`config.mk`:
```
export PLATFORM = sky130hd
export DESIGN_NAME = gpio_out_bank
export DESIGN_NICKNAME = d
export VERILOG_FILES = /design/src/rtl/gpio_out_pkg.sv /design/src/rtl/gpio_out_decode.sv /design/src/rtl/gpio_out_datapath.sv /design/src/rtl/gpio_out_bank.sv
export SDC_FILE = /design/constraint.sdc
export NUM_CORES = 1
export LEC_CHECK = 0
export BUFFER_PORTS_ARGS = -buffer_cell sky130_fd_sc_hd__buf_2
export CAP_MARGIN = 20
export CORE_MARGIN = 2
export CORE_UTILIZATION = 40
export DETAILED_ROUTE_END_ITERATION = 10
export GPL_ROUTABILITY_DRIVEN = 1
export PLACE_DENSITY = 0.7
export SETUP_SLACK_MARGIN = 0.5
export SLEW_MARGIN = 0
export SYNTH_ARGS = -nofsm -noshare
export SYNTH_HDL_FRONTEND = slang
export SYNTH_SLANG_ARGS = --single-unit
```
`constraint.sdc`:
```
create_clock -name clk -period 2.6 [get_ports clk]
set_input_delay 0.52 -clock clk [delete_from_list [all_inputs] [get_ports clk]]
set_output_delay 0.52 -clock clk [all_outputs]
set_load 0.05 [all_outputs]
```
`src/rtl/gpio_out_pkg.sv`:
```
`timescale 1ns/1ps
package gpio_out_pkg;

  localparam int ADDR_W = 3;

  // Register offsets; the numbering is the software-visible map
  typedef enum logic [ADDR_W-1:0] {
    REG_DATA    = 3'd0,
    REG_SET     = 3'd1,
    REG_CLR     = 3'd2,
    REG_TGL     = 3'd3,
    REG_PAIR    = 3'd4,
    REG_MASKVAL = 3'd5,
    REG_CFG     = 3'd6,
    REG_NONE    = 3'd7
  } regSelE;

  // One-hot strobes from the decoder to the datapath
  typedef struct packed {
    logic wrData;
    logic wrSet;
    logic wrClr;
    logic wrTgl;
    logic wrPair;
    logic wrMaskVal;
    logic wrCfg;
    logic rdData;
    logic rdCfg;
  } strobeT;

endpackage

```
`src/rtl/gpio_out_decode.sv`:
```
`timescale 1ns/1ps
module gpio_out_decode
  import gpio_out_pkg::*;
(
  input  logic              busSel,
  input  logic              busWrite,
  input  logic [ADDR_W-1:0] busAddr,
  output strobeT            strobe
);

  regSelE regSel;
  logic   doWrite;
  logic   doRead;

  assign regSel  = regSelE'(busAddr);
  assign doWrite = busSel & busWrite;
  assign doRead  = busSel & ~busWrite;

  always_comb begin
    strobe = '0;
    unique case (regSel)
      REG_DATA: begin
        strobe.wrData = doWrite;
        strobe.rdData = doRead;
      end
      REG_SET:     strobe.wrSet     = doWrite;
      REG_CLR:     strobe.wrClr     = doWrite;
      REG_TGL:     strobe.wrTgl     = doWrite;
      REG_PAIR:    strobe.wrPair    = doWrite;
      REG_MASKVAL: strobe.wrMaskVal = doWrite;
      REG_CFG: begin
        strobe.wrCfg = doWrite;
        strobe.rdCfg = doRead;
      end
      REG_NONE: ;
      default: ;
    endcase
  end

endmodule

```
`src/rtl/gpio_out_datapath.sv`:
```
`timescale 1ns/1ps
module gpio_out_datapath
  import gpio_out_pkg::*;
#(
  parameter int PORT_W = 32
) (
  input  logic              clk,
  input  logic              rstN,
  input  strobeT            strobe,
  input  logic [PORT_W-1:0] wdata,
  output logic [PORT_W-1:0] rdata,
  output logic [PORT_W-1:0] pinOut
);

  localparam int HALF_W  = PORT_W / 2;
  localparam int N_HALF  = 2;

  logic [PORT_W-1:0] dataQ;
  logic              upperSelQ;

  // Half-width fields of the write word
  logic [HALF_W-1:0] loField;
  logic [HALF_W-1:0] hiField;
  logic [HALF_W-1:0] setHalf;
  logic [HALF_W-1:0] clrHalf;

  assign loField = wdata[HALF_W-1:0];
  assign hiField = wdata[PORT_W-1:HALF_W];

  // Pair form: low field sets, high field clears.
  // Mask/value form: high field is the mask, low field the level.
  always_comb begin
    setHalf = '0;
    clrHalf = '0;
    if (strobe.wrPair) begin
      setHalf = loField;
      clrHalf = hiField;
    end else if (strobe.wrMaskVal) begin
      setHalf = hiField & loField;
      clrHalf = hiField & ~loField;
    end
  end

  // Place the half-width vectors into the selected window
  logic [PORT_W-1:0] setPlaced;
  logic [PORT_W-1:0] clrPlaced;

  for (genvar g = 0; g < N_HALF; g++) begin : gWindow
    localparam logic SEL_VAL = (g == 1);
    assign setPlaced[g*HALF_W +: HALF_W] = (upperSelQ == SEL_VAL) ? setHalf : '0;
    assign clrPlaced[g*HALF_W +: HALF_W] = (upperSelQ == SEL_VAL) ? clrHalf : '0;
  end

  // Full-width set / clear / invert vectors; set is applied after clear
  logic [PORT_W-1:0] setVec;
  logic [PORT_W-1:0] clrVec;
  logic [PORT_W-1:0] tglVec;
  logic              dataWe;
  logic [PORT_W-1:0] dataNext;

  always_comb begin
    setVec = setPlaced;
    clrVec = clrPlaced;
    tglVec = '0;
    if (strobe.wrData) begin
      setVec = wdata;
      clrVec = '1;
    end
    if (strobe.wrSet) setVec = wdata;
    if (strobe.wrClr) clrVec = wdata;
    if (strobe.wrTgl) tglVec = wdata;
  end

  assign dataWe   = strobe.wrData | strobe.wrSet | strobe.wrClr | strobe.wrTgl
                  | strobe.wrPair | strobe.wrMaskVal;
  assign dataNext = ((dataQ & ~clrVec) | setVec) ^ tglVec;

  always_ff @(posedge clk or negedge rstN) begin
    if (!rstN) begin
      dataQ <= '0;
    end else if (dataWe) begin
      dataQ <= dataNext;
    end
  end

  always_ff @(posedge clk or negedge rstN) begin
    if (!rstN) begin
      upperSelQ <= 1'b0;
    end else if (strobe.wrCfg) begin
      upperSelQ <= wdata[0];
    end
  end

  // Readback: only data and config return content
  always_comb begin
    rdata = '0;
    if (strobe.rdData) begin
      rdata = dataQ;
    end else if (strobe.rdCfg) begin
      rdata[0] = upperSelQ;
    end
  end

  assign pinOut = dataQ;

endmodule

```
`src/rtl/gpio_out_bank.sv`:
```
`timescale 1ns/1ps
module gpio_out_bank
  import gpio_out_pkg::*;
#(
  parameter int PORT_W = 32
) (
  input  logic              clk,
  input  logic              rstN,
  input  logic              busSel,
  input  logic              busWrite,
  input  logic [ADDR_W-1:0] busAddr,
  input  logic [PORT_W-1:0] busWdata,
  output logic [PORT_W-1:0] busRdata,
  output logic [PORT_W-1:0] pinOut
);

  strobeT strobe;

  gpio_out_decode uDecode (
    .busSel   (busSel),
    .busWrite (busWrite),
    .busAddr  (busAddr),
    .strobe   (strobe)
  );

  gpio_out_datapath #(.PORT_W(PORT_W)) uPath (
    .clk    (clk),
    .rstN   (rstN),
    .strobe (strobe),
    .wdata  (busWdata),
    .rdata  (busRdata),
    .pinOut (pinOut)
  );

endmodule

```
* Word-level counts from Yosys, hierarchy flattened
Cells that the tools add are included.
** Cells by class
- Equal/unequal tests :: 6
- Multiplexer cells :: 25
- Bitwise operators :: 15
- Reductions and logical operators :: 1
** Operator list (count)
- $mux W32 :: 5
- $mux W16 :: 8
- $and A16 B16 Y16 :: 2
- $and A32 B32 Y32 :: 1
- $not A32 Y32 :: 1
- $or A32 B32 Y32 :: 1
- $xor A32 B32 Y32 :: 1
- $mux W31 :: 1
- $not A16 Y16 :: 1
- $mux W1 :: 11
- $eq A3 B3 Y1 const B :: 3
- $eq A3 B2 Y1 const B :: 2
- $or A1 B1 Y1 :: 5
- $eq A3 B1 Y1 const B :: 1
- $logic_not A3 Y1 :: 1
- $and A1 B1 Y1 :: 2
- $not A1 Y1 :: 1
** Storage, ports and cells
- Flip-flop bits (word level) :: 33
- Bits of input ports :: 39
- Output and inout bits :: 64
- Word-level logic and storage cells :: 49

* Logic depth before layout (Yosys ltp)
Gate-level depths: netlist (run 1).
- Depth after elaboration :: 11
- Depth in mapped cells :: 7
- Gate-level depth less buffers :: 4

* Modules after synthesis
A second synthesis (run 1) with hierarchy kept.
** Second synthesis, totals
- Cell total of the unflattened synthesis :: 461
- Area, all modules :: 3384.5 um^2
** By module, submodules not included
- gpio_out_datapath :: instances 1, cells an instance 446, area an instance 3300.7 um^2, seq. area each 825.8 um^2
- gpio_out_decode :: instances 1, cells an instance 15, area an instance 83.8 um^2, seq. area each 0.0 um^2

* Least setup slack after synthesis (run 1)
Ideal clock, no wire load.
- Kind :: input-to-output
- Start :: input busAddr[2]
- End :: output busRdata[0]
- Arrival :: 1.796 ns
- Data required time :: 2.080 ns
- Setup slack :: 0.284 ns
- Stages :: 5
- Path buffers :: 2
- Cell sequence :: buf_4 > clkbuf_1 > nor2_1 > nand2_1 > a21oi_1
** On the way
- Cells in the longest elaborated chain, start to end :: 4
- Elaborated cells between the ends (all ways) :: 6
- Those cells by class :: eq/ne (1); mux (4); reduce/logical (1)
** RTL lines
- from (decl) :: line gpio_out_bank.sv:11 : input logic [ADDR_W-1:0] busAddr,
- $eq A3 B3 Y1 :: line gpio_out_decode.sv:21 : unique case (regSel)
- $mux W1 :: line gpio_out_decode.sv:21
- $mux W1 :: line gpio_out_datapath.sv:99 : end else if (strobe.rdCfg) begin
- $mux W1 (*) :: line gpio_out_datapath.sv:97 : if (strobe.rdData) begin
- to (decl) :: line gpio_out_bank.sv:13 : output logic [PORT_W-1:0] busRdata,
Every way passes the cells marked *; elsewhere a longest branch is shown, timed or not.

* Worst setup path after layout (run 1)
- Start :: input busWrite
- End :: output busRdata[28]
** On the way
- Cells in the longest elaborated chain, start to end :: 4
** RTL lines
- from (decl) :: line gpio_out_bank.sv:10 : input logic busWrite,
- $not A1 Y1 :: line gpio_out_decode.sv:17 : assign doRead = busSel & ~busWrite;
- $and A1 B1 Y1 :: line gpio_out_decode.sv:17
- $mux W1 :: line gpio_out_decode.sv:21
- $mux W31 :: line gpio_out_datapath.sv:97
Every way passes these cells.

==> results of run 1 <==
## repair_timing
item	CTS	global route
setup endpoints to repair	31	31
resized for setup	33	105
cloned	0	2
pin swaps	0	8
buffers inserted	0	4
## per-layer routing
metal | up-vias | share of wire, % | routed length, µm
met5 | - | 0 | 0
met4 | 0 | 2.6 | 289
met1 | 1904 | 43 | 4760
met2 | 165 | 49 | 5380
met3 | 29 | 5.7 | 628
li1 | 1838 | - | -
## sequential cells by signal, summed over array words and instances (netlist names)
signal           flops
uPath.upperSelQ      1
uPath.pinOut        32
## cells by family (layout without fill, tap and decap cells)
| kind of cell | after synthesis | in the layout | share of synthesized area, % |
|---|---|---|---|
| AOI/OAI and AO/OA | 115 | 115 | 26.0 |
| buffers and inverters | 55 | 148 | 7.21 |
| DFF | 33 | 33 | 23.7 |
| muxes | 16 | 16 | 4.63 |
| and+or+nand+nor | 235 | 235 | 38.5 |
## cells in the mapped netlist, types with 15 or more instances
cell / instances / area (µm²)
clkbuf_1: 20 / 75.1
a211o_1: 15 / 131
o211ai_1: 28 / 210
o21ai_0: 31 / 155
nand2_1: 52 / 195
mux2i_1: 15 / 150
nor2b_1: 49 / 307
inv_1: 16 / 60.1
and2_1: 46 / 288
nand3_1: 31 / 155
nand4_1: 18 / 113
o21a_1: 16 / 120
dfrtp_1: 33 / 826
## report_power, final
group	internal, mW	total, mW	leakage (nW)	switching [mW]
logic	0.264	0.787	1.65	0.523
clock network	0.186	0.406	0.0450	0.220
registers	0.567	0.632	0.319	0.0649
total	1.02	1.83	2.01	0.807
## path summary, 6_finish.rpt
| kind | end | start | slack (ps) |
|---|---|---|---|
| max in group asynchronous | uPath.pinOut[14] | rstN | 1730 |
| min reg2reg | uPath.pinOut[30] | uPath.pinOut[30] | 520 |
| min | uPath.pinOut[15] | rstN | 330 |
| max | busRdata[28] | busWrite | 470 |
| max reg2reg | uPath.pinOut[22] | uPath.upperSelQ | 780 |
| min in group clk | uPath.pinOut[16] | busWdata[16] | 470 |
## critical path: cells and delay by family
family	cells	cell delay [ps]
AND/OR/NAND/NOR	4	550
buffers and inverters	4	540
## area by class of cell
cell class	count	area share, %
well taps	108	2.89
clock buffers	6	1.55
flip-flops and latches	33	17.7
multi-input cells	366	54.0
clock inverters	2	0.214
repair buffers	124	22.4
inverters	16	1.28
==> flow_summary.toml, run 1 <==
[placement]
pre_cts_ws_ps = 390
post_dp_hpwl_mm = 7.55
routabilityCongestion = 0.890
dpl.cell_count = 641
io_buffers = 102
dpl-instance-area_mm2 = 0.00415

[global_routing]
antenna_found_initial = 0
grt_first_pass_wirelength_mm = 17.6
grt_max_degree = 39
groute.usage.overall_pct = 22.2
use_met2_pct = 36.7
globalRouteMet1Util_pct = 29.6
grt-busiest-layer = "met2"
first_global_vias = 3618
gr_overflow_total = 0
grtUsageMet3_pct = 3.09

[route]
drcViolationCount = 0
remaining_number_of_nets_flagged_by_the_antenna_check_after_routing = 0
drt-initial-drc-count = 351
drt_pass1_iterations = 5
finalWirelength_mm = 11.1
routed_via_density = 6.01
vias = 3936
wire_length_per_cell_after_detailed_routing_um = 16.9

[power_and_ir_drop]
peakVddDrop_v = 0.000299
fin_total_pwr_mw = 1.83
p_per_area_mw_per_mm2 = 390
leakagePower_nw = 2.01

[layout]
antenna_cell_count = 0
syn2layout_area_growth_pct = 34.0
post-route-cell-area_mm2 = 0.00468
sequential_cell_area_um2 = 826
layout_cell_share_with_drive_strength_beyond_1_pct = 33.8
multi_input_comb_area_mm2 = 0.00252
most_common_cell_after_layout_fill_and_taps_aside = "buf_2"
num-fill-cells = 784
final_nets = 585
post_route_insts_no_fill = 655
commonest_non_fill_non_tap_cells_in_the_layout = "buf_2, nand2_1, nor2b_1"
final_core_util_pct = 54.4

[timing]
slew_violations = 0
finalClockSkew_ps = 14.5
layout_setup_ws_ps = 466
maxClockFrequency_ghz = 0.469
finalHoldViolCount = 0
fin_crit_sh_pct = 82.1
finalSetupTns_ps = 0
rsz_0062_raised_after_global_routing = "true"
worst-slew-pin-transition_ps = 955
period_minus_slack_ps = 2130
worst_slew_margin_rel_pct = 36.0
hold_slack_ps = 330
setup-violations-final = 0

[clocking]
clock_sink_count = 33
holdBufCountCts = 0
clock_tree.root_cell = "clkbuf_8"
path_clk_slew_ps = 90
cts_inserted_buffers = 5
clk_latency_ps = 300
cts_max_path_buffers = 2
cts_htree_levels = 2
tritoncts_clock_tree = "yes"

[synthesis]
syn_area_mm2 = 0.00349
mean_cell_area_of_the_mapped_netlist_um2 = 7.68
ys_seq_elements = 33
synth_top_flop_cell = "dfrtp_1"
yosysWarnings = 0
cells_after_synthesis = 454
synth.yosys.seq_area_share_pct = 23.7
syn-num-nets = 493
synth-async-reset-ratio_pct = 100
synthDistinctLibCells = 37
synth_enable_flop_cells = 0

[floorplanning]
die-area_mm2 = 0.00948
core_mm2 = 0.00859
chipWidth_um = 97.4
die_ht_um = 97.4
floorplan.io_pins = 103
placementRows = 34
floorplan.initialDensity_pct = 40.6

[setup_path]
path_max_fanout = 8
worstPathCellList = "buf_8 > nor2_4 > nand2_2 > nor3_4 > buf_6 > buf_8 > and2_4 > buf_8"
worst_setup_path_start_kind = "input pin"
crit_required_ps = 2080
crit_type = "in -> out"
reg2reg_depth = 5
critical_path.max_stage_delay_ps = 220
cp-end-kind = "output pin"
cpMostUsedCell = "buf_8"
cell_with_the_largest_stage_delay_on_the_worst_path = "nor3_4"
cp.arrival_ps = 1610

[hold_path]
timing.hold.worst.class = "in -> async"

[run_status]
run_status = "completed"

[run]
cap_violations = 0
No activity file was read; power rests on OpenSTA's default activity.
==> run 2, diff against run 1 <==
--- a/config.mk
+++ b/config.mk
@@ -5,6 +5,7 @@
 export SDC_FILE = /design/constraint.sdc
 export NUM_CORES = 1
 export LEC_CHECK = 0
+export ABC_AREA = 1
 export BUFFER_PORTS_ARGS = -buffer_cell sky130_fd_sc_hd__buf_2
 export CAP_MARGIN = 20
 export CORE_MARGIN = 2
==> constraint.sdc (replaced) <==
create_clock -name clk -period 2.1 [get_ports clk]
set_input_delay 0.42 -clock clk [delete_from_list [all_inputs] [get_ports clk]]
set_output_delay 0.42 -clock clk [all_outputs]
set_load 0.05 [all_outputs]
==> flow_summary.toml, run 2 <==
[global_routing]
gr_overflow_total = 0
grt_first_pass_wirelength_mm = 20.2
grt_max_degree = 52
antenna_found_initial = 0
first_global_vias = 4181
groute.usage.overall_pct = 25.9

[layout]
num-fill-cells = 847
post_route_insts_no_fill = 849
layout_cell_share_with_drive_strength_beyond_1_pct = 24.6
commonest_non_fill_non_tap_cells_in_the_layout = "nand2_1, inv_1, nand3_1"
antenna_cell_count = 0
final_nets = 779
multi_input_comb_area_mm2 = 0.00245
post-route-cell-area_mm2 = 0.00494
sequential_cell_area_um2 = 826
largest_register_ff_count = 32
syn2layout_area_growth_pct = 41.1
most_common_cell_after_layout_fill_and_taps_aside = "nand2_1"

[setup_path]
path_max_fanout = 5
worst_setup_path_start_kind = "input pin"
crit_required_ps = 1680
r2r_slack_ps = 640
cp-end-kind = "output pin"
reg2reg_end = "uPath.pinOut[1]"
reg2reg_depth = 6
cp.arrival_ps = 1380
crit_type = "in -> out"
reg2reg_from = "uPath.upperSelQ"

[power_and_ir_drop]
p_per_area_mw_per_mm2 = 690
peakVddDrop_v = 0.000479
leakagePower_nw = 2.55
fin_total_pwr_mw = 3.41

[route]
remaining_number_of_nets_flagged_by_the_antenna_check_after_routing = 0
drcViolationCount = 0
routed_via_density = 5.29
vias = 4492
wire_length_per_cell_after_detailed_routing_um = 14.6
drt-initial-drc-count = 483
finalWirelength_mm = 12.4
drt_pass1_iterations = 5

[timing]
finalHoldViolCount = 0
layout_setup_ws_ps = 302
slew_violations = 0
period_minus_slack_ps = 1800
finalClockSkew_ps = 6.98
setup-violations-final = 0
worst_slew_margin_rel_pct = 43.5
fin_crit_sh_pct = 85.6
finalSetupTns_ps = 0
rsz_0062_raised_after_global_routing = "true"
maxClockFrequency_ghz = 0.556
worst-slew-pin-transition_ps = 848

[clocking]
path_clk_slew_ps = 80
holdBufCountCts = 0
cts_htree_levels = 2
tritoncts_clock_tree = "yes"
cts_inserted_buffers = 5
clk_latency_ps = 300
clock_sink_count = 33
cts_max_path_buffers = 2
clock_tree.root_cell = "clkbuf_8"

[run]
cap_violations = 0

[floorplanning]
placementRows = 34
chipWidth_um = 97.6
core_mm2 = 0.00859
floorplan.io_pins = 103
floorplan.initialDensity_pct = 40.7
die-area_mm2 = 0.00952
die_ht_um = 97.6

[placement]
pre_cts_ws_ps = 207
dpl.cell_count = 830
io_buffers = 102
post_dp_hpwl_mm = 8.36
dpl-instance-area_mm2 = 0.00441
routabilityCongestion = 0.943

[synthesis]
ys_seq_elements = 33
yosysWarnings = 0
synthDistinctLibCells = 23
syn-num-nets = 672
synth.yosys.seq_area_share_pct = 23.6
synth_enable_flop_cells = 0
synth_most_common_cell = "nand2_1"
cells_after_synthesis = 633
synthDominantAreaCellType = "dfrtp_1"
mean_cell_area_of_the_mapped_netlist_um2 = 5.53
post_synth_most_frequent_cells = "nand2_1, inv_1, nand3_1"
synth-async-reset-ratio_pct = 100
syn_area_mm2 = 0.00350
post_synth_main_area_contributors = "dfrtp_1, nand2_1, nand3_1"
synth_top_area_share_pct = 23.6
synth_top_flop_cell = "dfrtp_1"

[hold_path]
timing.hold.worst.class = "in -> async"

[run_status]
run_status = "completed"
run 2: layout make-up:
| type | instances | area share [%] |
|---|---|---|
| multi-input cells | 479 | 49.6 |
| repair buffers | 129 | 22.2 |
| flip-flops and latches | 33 | 16.7 |
| inverters | 92 | 7.07 |
| well taps | 108 | 2.74 |
| clock buffers | 6 | 1.47 |
| clock inverters | 2 | 0.203 |
run 2: where the power goes:
part	total (mW)	internal (mW)	switching [mW]
clock	0.511	0.231	0.281
sequential	0.969	0.813	0.156
combinational	1.93	0.501	1.43
total	3.41	1.54	1.86
run 2: cell families after synthesis:
group	count (synthesis)	synth area share, %
AOI/OAI and AO/OA	68	11.0
buffers and inverters	121	13.9
and+or+nand+nor	411	51.5
DFF	33	23.6
run 2: how the worst max path moves through the flow:
| stage | start | end |
|---|---|---|
| finish | busAddr[1] | busRdata[23] |
| global route | busAddr[1] | busRdata[23] |
| CTS | busAddr[1] | busRdata[21] |
| detailed placement | busAddr[1] | uPath.pinOut[26] |
| global placement | busWrite | busRdata[21] |
| floorplan | busAddr[1] | busRdata[11] |
run 2: critical path, cell delays in order:
cell	delay [ps]
buf_12	100
nor2_4	150
nand3_4	140
buf_12	170
buf_16	140
nor2_4	100
buf_8	150
run 2: through the flow:
stage	hold WS, ps	utilization, %
detailed placement	579	51.4
CTS	254	56.9
global placement	577	51.4
global route	284	57.5
finish	208	57.5
floorplan	124	-
run 2: timing repair:
action,4_1_cts,5_1_grt
pin swaps,3,4
buffers inserted,7,1
gates cloned,3,0
endpoints found under the setup margin,32,62
endpoints found under the hold margin,0,0
resized for setup,76,18
run 2: per-layer routing:
metal | global-route usage [%] | vias to the layer above | wire, µm
met5 | 0 | - | 0
met4 | 7.26 | 0 | 144
met3 | 3.17 | 11 | 986
met2 | 41.2 | 222 | 5760
met1 | 36.9 | 2044 | 5470
li1 | - | 2215 | -
==> run 3, diff against run 2 <==
--- a/config.mk
+++ b/config.mk
@@ -8,7 +8,6 @@
 export ABC_AREA = 1
 export BUFFER_PORTS_ARGS = -buffer_cell sky130_fd_sc_hd__buf_2
 export CAP_MARGIN = 20
-export CORE_MARGIN = 2
 export CORE_UTILIZATION = 40
 export DETAILED_ROUTE_END_ITERATION = 10
 export GPL_ROUTABILITY_DRIVEN = 1
==> flow_summary.toml, run 3 (synthesized netlist as in run 2, its figures left out) <==
[power_and_ir_drop]
leakagePower_nw = 2.61
peakVddDrop_v = 0.000407
p_per_area_mw_per_mm2 = 718

[clocking]
cts_inserted_buffers = 5
tritoncts_clock_tree = "yes"
cts_max_path_buffers = 2
path_clk_slew_ps = 80
cts_htree_levels = 2
clk_latency_ps = 300
holdBufCountCts = 0
clock_sink_count = 33
clock_tree.root_cell = "clkbuf_8"

[floorplanning]
core_mm2 = 0.00834
placementRows = 33
chipWidth_um = 95.6
floorplan.io_pins = 103
die_ht_um = 95.6
floorplan.initialDensity_pct = 42.0
die-area_mm2 = 0.00913

[route]
remaining_number_of_nets_flagged_by_the_antenna_check_after_routing = 0
drt_pass1_iterations = 5
drt-initial-drc-count = 473
vias = 4563
wire_length_per_cell_after_detailed_routing_um = 15.0
drcViolationCount = 0
finalWirelength_mm = 12.7
routed_via_density = 5.37

[placement]
pre_cts_ws_ps = 138
routabilityCongestion = 0.898
io_buffers = 102
post_dp_hpwl_mm = 8.20

[layout]
num-fill-cells = 747
largest_register_ff_count = 32
final_core_util_pct = 61.3
final_nets = 782
commonest_non_fill_non_tap_cells_in_the_layout = "nand2_1, inv_1, nand3_1"
most_common_cell_after_layout_fill_and_taps_aside = "nand2_1"
layout_cell_share_with_drive_strength_beyond_1_pct = 25.4
antenna_cell_count = 0
syn2layout_area_growth_pct = 46.1

[setup_path]
cp.arrival_ps = 1380
worst_setup_path_start_kind = "input pin"
cp-end-kind = "output pin"
cpMostUsedCell = "nor2_4"
r2r_slack_ps = 570
reg2reg_depth = 6
critical_path.top_delay_family = "buffers and inverters"
path_max_fanout = 7
critical_path.max_stage_delay_ps = 160
worstPathCellList = "buf_12 > nor2_4 > nand3_4 > buf_6 > buf_16 > nor2_4 > buf_8"
crit_required_ps = 1680
timing.critical_path.buf_inv = 4
critical_path_cell_count = 7
cell_with_the_largest_stage_delay_on_the_worst_path = "buf_6"
crit_type = "in -> out"

[timing]
layout_setup_ws_ps = 301
worst_slew_margin_rel_pct = 41.9
period_minus_slack_ps = 1800
finalSetupTns_ps = 0
fin_crit_sh_pct = 85.7
worst-slew-pin-transition_ps = 871
setup-violations-final = 0
rsz_0062_raised_after_global_routing = "true"
maxClockFrequency_ghz = 0.556
slew_violations = 0
hold_slack_ps = 234
finalClockSkew_ps = 7.29
finalHoldViolCount = 0

[global_routing]
gr_overflow_total = 0
grt_max_degree = 52
groute.usage.overall_pct = 28.1
first_global_vias = 4014
grt_first_pass_wirelength_mm = 19.5
antenna_found_initial = 0

[run]
cap_violations = 0

[run_status]
run_status = "completed"

[hold_path]
timing.hold.worst.class = "in -> async"
-- run 3: what timing repair did --
action	4_1_cts	5_1_grt
resized for setup	83	25
endpoints found under the setup margin	43	64
gates cloned	3	2
endpoints found under the hold margin	0	0
setup buffers	7	3
pin swaps	8	11
-- run 3: worst paths after layout --
| path | start | endpoint |
|---|---|---|
| min in group clk | busWdata[0] | uPath.upperSelQ |
| min reg2reg | uPath.pinOut[31] | uPath.pinOut[31] |
| min | rstN | uPath.pinOut[5] |
| max reg2reg | uPath.upperSelQ | uPath.pinOut[4] |
| max | busAddr[0] | busRdata[31] |
| max in group asynchronous | rstN | uPath.pinOut[7] |
-- run 3: layer usage --
metal  vias to the layer above  global-route usage (%)  routed length (µm)
li1                       2228                       -                   -
met1                      2046                    39.4                5500
met2                       267                    44.1                5770
met3                        22                    4.63                1250
met4                         0                    8.33                 222
met5                         -                       0                   0
-- run 3: final cells by class --
class | count | area [µm²] | share of cell area [%]
clock buffers | 5 | 68.8 | 1.35
inverters | 92 | 347 | 6.77
flip-flops and latches | 33 | 826 | 16.1
clock inverters | 3 | 65.1 | 1.27
well taps | 105 | 131 | 2.57
repair buffers | 132 | 1210 | 23.7
multi-input cells | 479 | 2470 | 48.2
-- run 3: where the power goes --
part	switching, mW	total [mW]	internal (mW)
sequential	0.157	0.970	0.813
combinational	1.44	1.95	0.510
clock	0.284	0.756	0.472
total	1.88	3.67	1.80
-- run 3: metrics by stage --
step | power [mW] | instances | instance area (µm²)
3_5_place_dp | 2.84 | 826 | 4400
2_1_floorplan | 2.38 | 633 | 3790
4_1_cts | 3.65 | 844 | 4940
5_1_grt | 3.89 | 849 | 5120
3_3_place_gp | 2.81 | 826 | 4400
6_report | 3.67 | 849 | 5120
